--- src/rtl/ctmr_pkg.sv ---
package ctmr_pkg;

  localparam int REG_W = 32;
  localparam int PRE_W = 3;

  typedef struct packed {
    logic             oneshot;
    logic [PRE_W-1:0] pre;
    logic             reload;
    logic             en;
  } ctrl_t;

  // bit 7 one-shot, 6:4 prescale, 1 reload, 0 enable
  function automatic logic [REG_W-1:0] ctrl_to_word(input ctrl_t c);
    return {24'd0, c.oneshot, c.pre, 2'b00, c.reload, c.en};
  endfunction

  function automatic ctrl_t word_to_ctrl(input logic [REG_W-1:0] w);
    ctrl_t c;
    c.oneshot = w[7];
    c.pre     = w[6:4];
    c.reload  = w[1];
    c.en      = w[0];
    return c;
  endfunction

endpackage

--- src/rtl/ctmr_tick_div.sv ---
module ctmr_tick_div #(
  parameter int PRE_W = 3
) (
  input  logic             clk,
  input  logic             rst,
  input  logic             run,
  input  logic [PRE_W-1:0] pre,
  output logic             tick
);
  localparam int DIV_W = (1 << PRE_W) - 1;

  logic [DIV_W-1:0] div_q;
  logic [DIV_W-1:0] mask;

  always_comb begin
    for (int b = 0; b < DIV_W; b++) mask[b] = (b < int'(pre));
  end

  assign tick = run && ((div_q & mask) == mask);

  always_ff @(posedge clk) begin
    if (rst || !run) div_q <= '0;
    else             div_q <= div_q + 1'b1;
  end

  // with prescale 0 a running channel ticks every cycle
  a_r4_full_rate: assert property (@(posedge clk) disable iff (rst)
    (run && pre == '0) |-> tick);

endmodule

--- src/rtl/ctmr_channel.sv ---
module ctmr_channel import ctmr_pkg::*; #(
  parameter int STOP_CYC = 2
) (
  input  logic                 clk,
  input  logic                 rst,
  input  logic                 wr_ctrl,
  input  logic                 wr_ilo,
  input  logic                 wr_ihi,
  input  logic [REG_W-1:0]     wdata,
  output ctrl_t                ctrl,
  output logic [2*REG_W-1:0]   ivl,
  output logic [2*REG_W-1:0]   cnt,
  output logic                 expire
);
  localparam int CNT_W  = 2 * REG_W;
  localparam int HOLD_W = $clog2(STOP_CYC + 1);

  ctrl_t              ctrl_q, ctrl_d, wr_val;
  logic [CNT_W-1:0]   ivl_q, cnt_q;
  logic [HOLD_W-1:0]  hold_q;
  logic               run, tick, at_end;

  assign wr_val = word_to_ctrl(wdata);
  assign run    = ctrl_q.en && !ctrl_q.reload;
  assign at_end = (cnt_q <= CNT_W'(1));
  assign expire = run && tick && at_end;

  ctmr_tick_div #(.PRE_W(PRE_W)) u_div (
    .clk  (clk),
    .rst  (rst),
    .run  (run),
    .pre  (ctrl_q.pre),
    .tick (tick)
  );

  always_comb begin
    ctrl_d        = ctrl_q;
    ctrl_d.reload = 1'b0;
    if (expire && ctrl_q.oneshot) ctrl_d.en = 1'b0;
    if (wr_ctrl) begin
      ctrl_d.oneshot = wr_val.oneshot;
      ctrl_d.pre     = wr_val.pre;
      if (hold_q == '0) begin
        ctrl_d.en     = wr_val.en;
        ctrl_d.reload = wr_val.reload;
      end else begin
        ctrl_d.en     = 1'b0;
      end
    end
  end

  always_ff @(posedge clk) begin
    if (rst) begin
      ctrl_q <= '0;
      ivl_q  <= '0;
      cnt_q  <= '0;
      hold_q <= '0;
    end else begin
      ctrl_q <= ctrl_d;
      if (wr_ilo) ivl_q[REG_W-1:0]     <= wdata;
      if (wr_ihi) ivl_q[CNT_W-1:REG_W] <= wdata;
      if (ctrl_q.reload)     cnt_q <= ivl_q;
      else if (expire)       cnt_q <= ctrl_q.oneshot ? '0 : ivl_q;
      else if (run && tick)  cnt_q <= cnt_q - 1'b1;
      if (ctrl_q.en && !ctrl_d.en)  hold_q <= HOLD_W'(STOP_CYC);
      else if (hold_q != '0)        hold_q <= hold_q - 1'b1;
    end
  end

  assign ctrl = ctrl_q;
  assign ivl  = ivl_q;
  assign cnt  = cnt_q;

  // one step down per tick away from expiry
  a_r4_step: assert property (@(posedge clk) disable iff (rst)
    (run && tick && !at_end) |=> (cnt_q == $past(cnt_q) - CNT_W'(1)));

  // one-shot expiry drops enable
  a_r7_oneshot_stop: assert property (@(posedge clk) disable iff (rst)
    (expire && ctrl_q.oneshot && !wr_ctrl) |=> !ctrl_q.en);

  // reload copies the interval and clears itself
  a_r8_load: assert property (@(posedge clk) disable iff (rst)
    ctrl_q.reload |=> (cnt_q == $past(ivl_q)));
  a_r8_reload_clear: assert property (@(posedge clk) disable iff (rst)
    (ctrl_q.reload && !wr_ctrl) |=> !ctrl_q.reload);

  // enable cannot rise inside the stop window
  a_r9_holdoff: assert property (@(posedge clk) disable iff (rst)
    (hold_q != '0) |=> !$rose(ctrl_q.en));

endmodule

--- src/rtl/ctmr_top.sv ---
module ctmr_top import ctmr_pkg::*; #(
  parameter int NCH      = 2,
  parameter int ADDR_W   = 8,
  parameter int STOP_CYC = 2
) (
  input  logic              clk,
  input  logic              rst,
  input  logic              bus_wr,
  input  logic              bus_rd,
  input  logic [ADDR_W-1:0] bus_addr,
  input  logic [31:0]       bus_wdata,
  output logic [31:0]       bus_rdata,
  output logic [NCH-1:0]    irq
);
  localparam int CNT_W = 2 * REG_W;
  localparam logic [ADDR_W-1:0] A_IE = ADDR_W'(0);
  localparam logic [ADDR_W-1:0] A_ST = ADDR_W'(4);

  logic [NCH-1:0]   ie_q, st_q, irq_q, st_clr, expire;
  logic [NCH-1:0]   hit_ctl, hit_ilo, hit_ihi, hit_clo, hit_chi;
  ctrl_t            ch_ctrl [NCH];
  logic [REG_W-1:0] ctl_w   [NCH];
  logic [CNT_W-1:0] ivl_w   [NCH];
  logic [CNT_W-1:0] cnt_w   [NCH];
  logic [REG_W-1:0] shadow_q[NCH];
  logic [REG_W-1:0] rd_val, rdata_q;

  for (genvar i = 0; i < NCH; i++) begin : g_ch
    localparam int BASE = 32 * i + 16;
    assign hit_ctl[i] = (bus_addr == ADDR_W'(BASE));
    assign hit_ilo[i] = (bus_addr == ADDR_W'(BASE + 4));
    assign hit_ihi[i] = (bus_addr == ADDR_W'(BASE + 8));
    assign hit_clo[i] = (bus_addr == ADDR_W'(BASE + 12));
    assign hit_chi[i] = (bus_addr == ADDR_W'(BASE + 16));

    ctmr_channel #(.STOP_CYC(STOP_CYC)) u_ch (
      .clk     (clk),
      .rst     (rst),
      .wr_ctrl (bus_wr && hit_ctl[i]),
      .wr_ilo  (bus_wr && hit_ilo[i]),
      .wr_ihi  (bus_wr && hit_ihi[i]),
      .wdata   (bus_wdata),
      .ctrl    (ch_ctrl[i]),
      .ivl     (ivl_w[i]),
      .cnt     (cnt_w[i]),
      .expire  (expire[i])
    );
    assign ctl_w[i] = ctrl_to_word(ch_ctrl[i]);

    always_ff @(posedge clk) begin
      if (rst)                      shadow_q[i] <= '0;
      else if (bus_rd && hit_clo[i]) shadow_q[i] <= cnt_w[i][CNT_W-1:REG_W];
    end

    // a clear with no concurrent expiry empties the bit
    a_r10_clear: assert property (@(posedge clk) disable iff (rst)
      (st_clr[i] && !expire[i]) |=> !st_q[i]);
    // an expiry always leaves the bit set
    a_r10_set_wins: assert property (@(posedge clk) disable iff (rst)
      expire[i] |=> st_q[i]);
    // interrupt only rises with its enable set
    a_r11_irq_en: assert property (@(posedge clk) disable iff (rst)
      $rose(irq[i]) |-> $past(ie_q[i]));
    a_r11_irq_follow: assert property (@(posedge clk) disable iff (rst)
      (st_q[i] && ie_q[i]) |=> irq[i]);
  end

  assign st_clr = (bus_wr && bus_addr == A_ST) ? bus_wdata[NCH-1:0] : '0;

  always_comb begin
    rd_val = '0;
    if (bus_addr == A_IE) rd_val[NCH-1:0] = ie_q;
    if (bus_addr == A_ST) rd_val[NCH-1:0] = st_q;
    for (int k = 0; k < NCH; k++) begin
      if (hit_ctl[k]) rd_val = ctl_w[k];
      if (hit_ilo[k]) rd_val = ivl_w[k][REG_W-1:0];
      if (hit_ihi[k]) rd_val = ivl_w[k][CNT_W-1:REG_W];
      if (hit_clo[k]) rd_val = cnt_w[k][REG_W-1:0];
      if (hit_chi[k]) rd_val = shadow_q[k];
    end
  end

  always_ff @(posedge clk) begin
    if (rst) begin
      ie_q    <= '0;
      st_q    <= '0;
      irq_q   <= '0;
      rdata_q <= '0;
    end else begin
      if (bus_wr && bus_addr == A_IE) ie_q <= bus_wdata[NCH-1:0];
      st_q  <= (st_q & ~st_clr) | expire;
      irq_q <= st_q & ie_q;
      if (bus_rd) rdata_q <= rd_val;
    end
  end

  assign bus_rdata = rdata_q;
  assign irq       = irq_q;

endmodule

--- config.mk ---
export PLATFORM = sky130hd
export DESIGN_NAME = ctmr_top
export DESIGN_NICKNAME = d
export VERILOG_FILES = /design/src/rtl/ctmr_pkg.sv /design/src/rtl/ctmr_tick_div.sv /design/src/rtl/ctmr_channel.sv /design/src/rtl/ctmr_top.sv
export SDC_FILE = /design/constraint.sdc
export NUM_CORES = 1
export LEC_CHECK = 0
export BUFFER_PORTS_ARGS = -buffer_cell sky130_fd_sc_hd__buf_4
export CORE_MARGIN = 8
export CORE_UTILIZATION = 50
export DETAILED_ROUTE_END_ITERATION = 8
export GPL_TIMING_DRIVEN = 0
export PLACE_DENSITY = 0.67
export SYNTH_ARGS = -nofsm -noshare
export SYNTH_HDL_FRONTEND = slang
export SYNTH_SLANG_ARGS = --single-unit
export TNS_END_PERCENT = 1
--- constraint.sdc ---
create_clock -name clk -period 7.59 [get_ports clk]
set_input_delay 0.3795 -clock clk [delete_from_list [all_inputs] [get_ports clk]]
set_output_delay 0.3795 -clock clk [all_outputs]
set_load 0.02 [all_outputs]
* Word-level counts from Yosys, hierarchy flattened
Memories as Yosys holds them, arrays and structs flattened. Index checks and enable logic that the tools add are counted. W data, S select, Z words.
Word-level totals: memories 1, bits in writable memories 64, bits in registers 324
Memories:
- shadow_q | depth 2, bits a word 32, rd ports 2, clocked after Yosys merged registers in 0, write ports 2, RTL line ctmr_top.sv:25 | logic [REG_W-1:0] shadow_q[NCH];
Cells by class: bitwise logic cells 12, muxes and demuxes 41, add/subtract/negate cells 6, magnitude comparators 16, reduce and logical (&&, ||, !) cells 43, equality and inequality tests 13
Operator list (count):
- $mux W64 | 8
- $mux W32 | 11
- $le A64 B1 Y1 const B | 2
- $sub A64 B1 Y64 const B | 2
- $eq A8 B6 Y1 const B | 5
- $eq A8 B5 Y1 const B | 4
- $logic_and A1 B1 Y1 | 22
- $lt A3 B3 Y1 const A | 6
- $add A7 B1 Y7 const B | 2
- $and A7 B7 Y7 | 2
- $eq A7 B7 Y1 | 2
- $mux W1 | 14
- $mux W2 | 7
- $lt A1 B3 Y1 const A | 4
- $lt A2 B3 Y1 const A | 4
- $eq A8 B3 Y1 const B | 1
- $eq A8 B7 Y1 const B | 1
- $logic_not A8 Y1 | 1
- $mux W8 | 1
- $reduce_bool A2 Y1 | 4
- $logic_not A1 Y1 | 6
- $reduce_bool A3 Y1 | 2
- $reduce_or A3 Y1 | 2
- $and A2 B2 Y2 | 2
- 8 further kinds | 16

* Logic depth before layout (Yosys ltp)
depth in word-level cells 13, mapped depth 12

* Hierarchy
A second synthesis with hierarchy kept.
Unflattened totals: cells, all modules 2342, area, all modules 20497.2 sq um
By module, submodules not included:
- ctmr_channel at g_ch[0].u_ch | times used 1, area an instance 6917.9 sq um, cells an instance 837
- ctmr_channel at g_ch[1].u_ch | times used 1, area an instance 6857.8 sq um, cells an instance 838
- ctmr_top | times used 1, area an instance 6063.3 sq um, cells an instance 591
- ctmr_tick_div | times used 2, area an instance 329.1 sq um, cells an instance 38

* Worst setup path after synthesis
Ideal clock, no wire load.
path type reg-to-reg, start reg g_ch[0].u_ch.cnt_q[12], end reg g_ch[0].u_ch.cnt_q[62], clock period less this slack 3166 ps, arrival time 3050 ps, stages on the path, launching flop included 9, setup time 117 ps, slack 4424 ps, data required time 7473 ps, path through dfxtp_1 clkbuf_1 or4_1 nor3_1 nand4_1 or4_1 nor3_1 mux2_2 a22o_1
Between the ends: word-level cells in the longest chain between the ends 4, elaborated cells between the ends (all ways) 7
Ends and longest elaborated chain:
- start, declared | RTL line ctmr_channel.sv:19 | logic [CNT_W-1:0] ivl_q, cnt_q;
- start signal, assigned | RTL line ctmr_channel.sv:62 | if (ctrl_q.reload) cnt_q <= ivl_q;
- start signal, assigned | RTL line ctmr_channel.sv:63 | else if (expire) cnt_q <= ctrl_q.oneshot ? '0 : ivl_q;
- start signal, assigned | RTL line ctmr_channel.sv:64 | else if (run && tick) cnt_q <= cnt_q - 1'b1;
- $sub A64 B1 Y64 or $le A64 B1 Y1 (tied branches) | RTL line ctmr_channel.sv:64, ctmr_channel.sv:25
- $mux W64 or $logic_and A1 B1 Y1 (tied branches) | RTL line ctmr_channel.sv:64, ctmr_channel.sv:26
- $mux W64 | RTL line ctmr_channel.sv:63
- $mux W64 | RTL line ctmr_channel.sv:62
Parallel ways exist; a longest one is shown, timed or not. The select of a mux whose other input is x is not followed. A chain may end at the register's enable or synchronous reset.

* Worst setup path after layout
start reg g_ch[0].u_ch.cnt_q[27], end reg g_ch[0].u_ch.cnt_q[33]
The elaborated chain is that of the path after synthesis.

==> qor.txt <==
Status - finished with violations
Failing checks - max-capacitance violations
Hold Path Cell Cnt - 3
Core area - 37800 µm²
Vias - 20.0k
Fin crit period - 4.91 ns
Io pins - 78
Initial antenna violation count - 2
Post-synthesis sequential area ratio - 0.438
Flop pwr share - 0.456
Xor and xnor area share after synthesis - 0.0205
Worst-Margin Slew - 1.46 ns
Main combinational cell family by area after synthesis - simple AND/OR/NAND/NOR gates
Met1 usage - 0.459
Crit path kind - flip-flop to flip-flop
Global-route wire length before repair - 123000 µm
Post-synthesis instance area - 19200 µm²
Hold path start - bus_wdata[24]
Worst-path maximum fanout - 9
Clk network pwr share - 0.494
IO buf count - 74
Total power - 0.00465 W
Pin count of the biggest net entering global routing - 33
R2r endpoint - g_ch[0].u_ch.cnt[33]
Die width - 212 µm
Vias per cell - 6.67
Final WL - 84800 µm
Worst Slack Setup Final - 2.68 ns
Share of cells above drive strength 1 - 0.0827
EDFF count, synth - 64
Skew-Pair Late Insertion Delay - 0.57 ns
Post-synthesis adder-cell area fraction - 0.00391
CP arrival - 5.42 ns
Setup violators final - 0
Fin area - 22000 µm²
Switch Pwr - 0.00107 W
H-tree Lvls - 2
Worst hold path endpoint - g_ch[1].u_ch.ivl[24]
Top Usage Layer GRT - met2
Area grow syn2layout - 14.7%
RSZ-0062 raised after global routing - no
Lkg Pwr - 7.87 nW
DRC Markers - 0
Final Util - 0.583
Post-Place Setup Slack - 2.93 ns
Post-placement cell area - 20500 µm²
Total grt overflow - 0
Reg2Reg Depth - 7
Top achievable clock speed - 204 MHz
Avg Cell Area, Syn - 8.23 µm²
Final Wtd Congestion - 1.05
Synth Area in Compound Gates - 0.218
HP Class - primary input to flip-flop
Clock transition at path regs - 0.06 ns
Final slew viol count - 0
Die area - 44900 µm²
Synth unique cells - 85
Synthesized net count - 2383
GRT Total Usage - 0.370
Proportion of synthesized area in mux cells - 0.0147
Synth Register Bits - 388
CTS Hold Buffers Added - 0
CTS Buffer Depth - 3
RR Startpoint - g_ch[0].u_ch.cnt[27]
TritonCTS clock tree - yes
Met2 track demand over resource - 0.578
Yosys warns - 0
Num CTS Buffers - 43
Starting Density - 0.509
Synth Area in Simple Gates - 0.262
Clock root buffer - clkbuf_16
Post-route clock skew - 0.0123 ns
Fin crit share - 0.647
Pre-antenna DRT Iters - 8
Hold Vio Cnt, Final - 0
Max cap viols - 1
Setup Buffers After CTS - 0
Worst reg2reg setup slack - 2.68 ns
Post-synthesis cell count - 2333
Max rail drop VDD - 0.185 mV
Final net count - 2507
Vias in the first global route - 18.6k
Part of the power in combinational logic - 0.050
Switching power as a share of total power - 0.231
Row cnt - 71
1st-iter DRT viols - 3037
HPWL after DPL - 65000 µm
WP data required - 8.10 ns
WL/cell - 28.3 µm
Pwr dens - 211 nW/µm²
Post-CTS Resized - 0
Post-synth ARST share - 0
Setup total negative slack - 0 ns
Ys flop type - dfxtp_1
Die Y - 212 µm
ANT nets after route - 0
CP Launch Type - flip-flop
TritonCTS Sinks - 388
Rel. slew slack - 0.0160
GR Layer Usage met3 - 0.0916
Crit. End Element - flip-flop
Internal power - 0.00358 W
## layout by cell type (no fill, tap or decap), drive strengths merged, types with 8 or more instances in the layout
cell    netlist  layout
a211oi       12      12
a21oi       215     215
a221oi       18      18
a222oi       61      61
a22oi        42      42
a311oi       29      29
a31oi        30      30
a32oi        20      20
and2         63      63
and3         17      17
buf          24     102
clkbuf      153     211
clkinv        1      13
dfxtp       324     324
edfxtp       64      64
inv          26      27
mux2i        18      18
nand2       422     422
nand2b        9       9
nand3        88      88
nand3b        8       8
nand4        13      13
nor2        164     164
nor3         96      96
nor3b        19      19
nor4         57      57
o21ai        89      89
o31ai        12      12
or2          10      10
or3          35      35
or4          31      31
xnor2        27      27
xor2         18      18
## power groups by stage
stage | combinational, W | clock (W) | sequential [W]
finish | 0.000232 | 0.00230 | 0.00212
global placement | 0.000218 | 0 | 0.00217
floorplan | 0.0000993 | 0 | 0.00217
CTS | 0.000223 | 0.00231 | 0.00212
detailed placement | 0.000223 | 0 | 0.00217
global route | 0.000240 | 0.00239 | 0.00212
## routing by layer
metal | part of all wire | up-vias
li1 | - | 8904
met3 | 0.12 | 285
met5 | 0.00038 | -
met2 | 0.44 | 1350
met4 | 0.065 | 4
met1 | 0.37 | 9477
## worst max-delay path by stage
| stage | startpoint | endpoint | slack [ns] | depth (start not counted) |
|---|---|---|---|---|
| floorplan | g_ch[0].u_ch.cnt[12] | g_ch[0].u_ch.cnt[62] | 4.42 | 8 |
| global placement | g_ch[0].u_ch.cnt[27] | g_ch[0].u_ch.cnt[50] | 2.89 | 7 |
| detailed placement | g_ch[0].u_ch.cnt[27] | g_ch[0].u_ch.cnt[50] | 2.93 | 7 |
| CTS | g_ch[0].u_ch.cnt[27] | g_ch[0].u_ch.cnt[29] | 2.90 | 7 |
| global route | g_ch[0].u_ch.cnt[27] | g_ch[0].u_ch.cnt[29] | 2.72 | 7 |
| finish | g_ch[0].u_ch.cnt[27] | g_ch[0].u_ch.cnt[33] | 2.68 | 7 |
## layout make-up
type | count | area, µm²
clock inverter | 20 | 273
clock buffer | 58 | 1270
sequential | 388 | 8410
tap | 511 | 639
timing repair buffer | 79 | 617
inverter | 27 | 101
antenna | 1 | 2.50
multi-input combinational | 1741 | 10000
buffer | 177 | 717
fill | 3493 | 15700
## critical path: stages, from the launching register on
cell     delay (ns)
dfxtp_1        0.42
or4_1          0.77
nor2_1         0.53
nand2_1        0.35
nor4_2         1.10
nand3_1        0.61
a21oi_2        0.79
a221o_1        0.27
## sequential cells by signal, indices dropped and copies added (netlist names), 4 cells and up
name,cells
g_ch.u_ch.hold_q,4
g_ch.u_ch.ivl,128
g_ch.u_ch.cnt,128
g_ch.u_ch.ctrl,12
bus_rdata,32
g_ch.u_ch.u_div.div_q,14
shadow_q,64
## cell families (layout without fill, tap and decap cells)
kind of cell,after synthesis,in the layout
buffers and inverters,204,361
other,0,1
muxes,23,23
DFF,388,388
and+or+nand+nor,1052,1052
AOI/OAI and AO/OA,615,615
xor gates and xnor gates,45,45
adders and majority gates,6,6
## stage by stage
stage	std cells	hold slack (ns)
after floorplan	2333	0.425
after global placement	2918	0.444
after detailed placement	2922	0.467
after CTS	3000	0.0703
after global routing	3001	0.0857
final	3002	0.0908
## synth_stat cells, drive strengths merged, types with 8 or more instances
| master | number | area share |
|---|---|---|
| dfxtp | 324 | 0.34 |
| o21ai | 89 | 0.023 |
| xnor2 | 27 | 0.012 |
| and3 | 17 | 0.0055 |
| clkbuf | 153 | 0.030 |
| inv | 26 | 0.0051 |
| buf | 24 | 0.0074 |
| or4 | 31 | 0.013 |
| mux2i | 18 | 0.0094 |
| or3 | 35 | 0.011 |
| a32oi | 20 | 0.0091 |
| xor2 | 18 | 0.0082 |
| a221oi | 18 | 0.0082 |
| a222oi | 61 | 0.032 |
| nor2 | 164 | 0.032 |
| edfxtp | 64 | 0.10 |
| a311oi | 29 | 0.013 |
| nand3 | 88 | 0.023 |
| nor3 | 96 | 0.025 |
| o31ai | 12 | 0.0047 |
| nor3b | 19 | 0.0074 |
| and2 | 63 | 0.021 |
| nand2b | 9 | 0.0029 |
| or2 | 10 | 0.0034 |
| a31oi | 30 | 0.0098 |
| nand2 | 422 | 0.082 |
| nand4 | 13 | 0.0042 |
| a211oi | 12 | 0.0052 |
| a22oi | 42 | 0.016 |
| nor4 | 57 | 0.020 |
| nand3b | 8 | 0.0031 |
| a21oi | 215 | 0.056 |
Power figures use the tool's default switching activity.
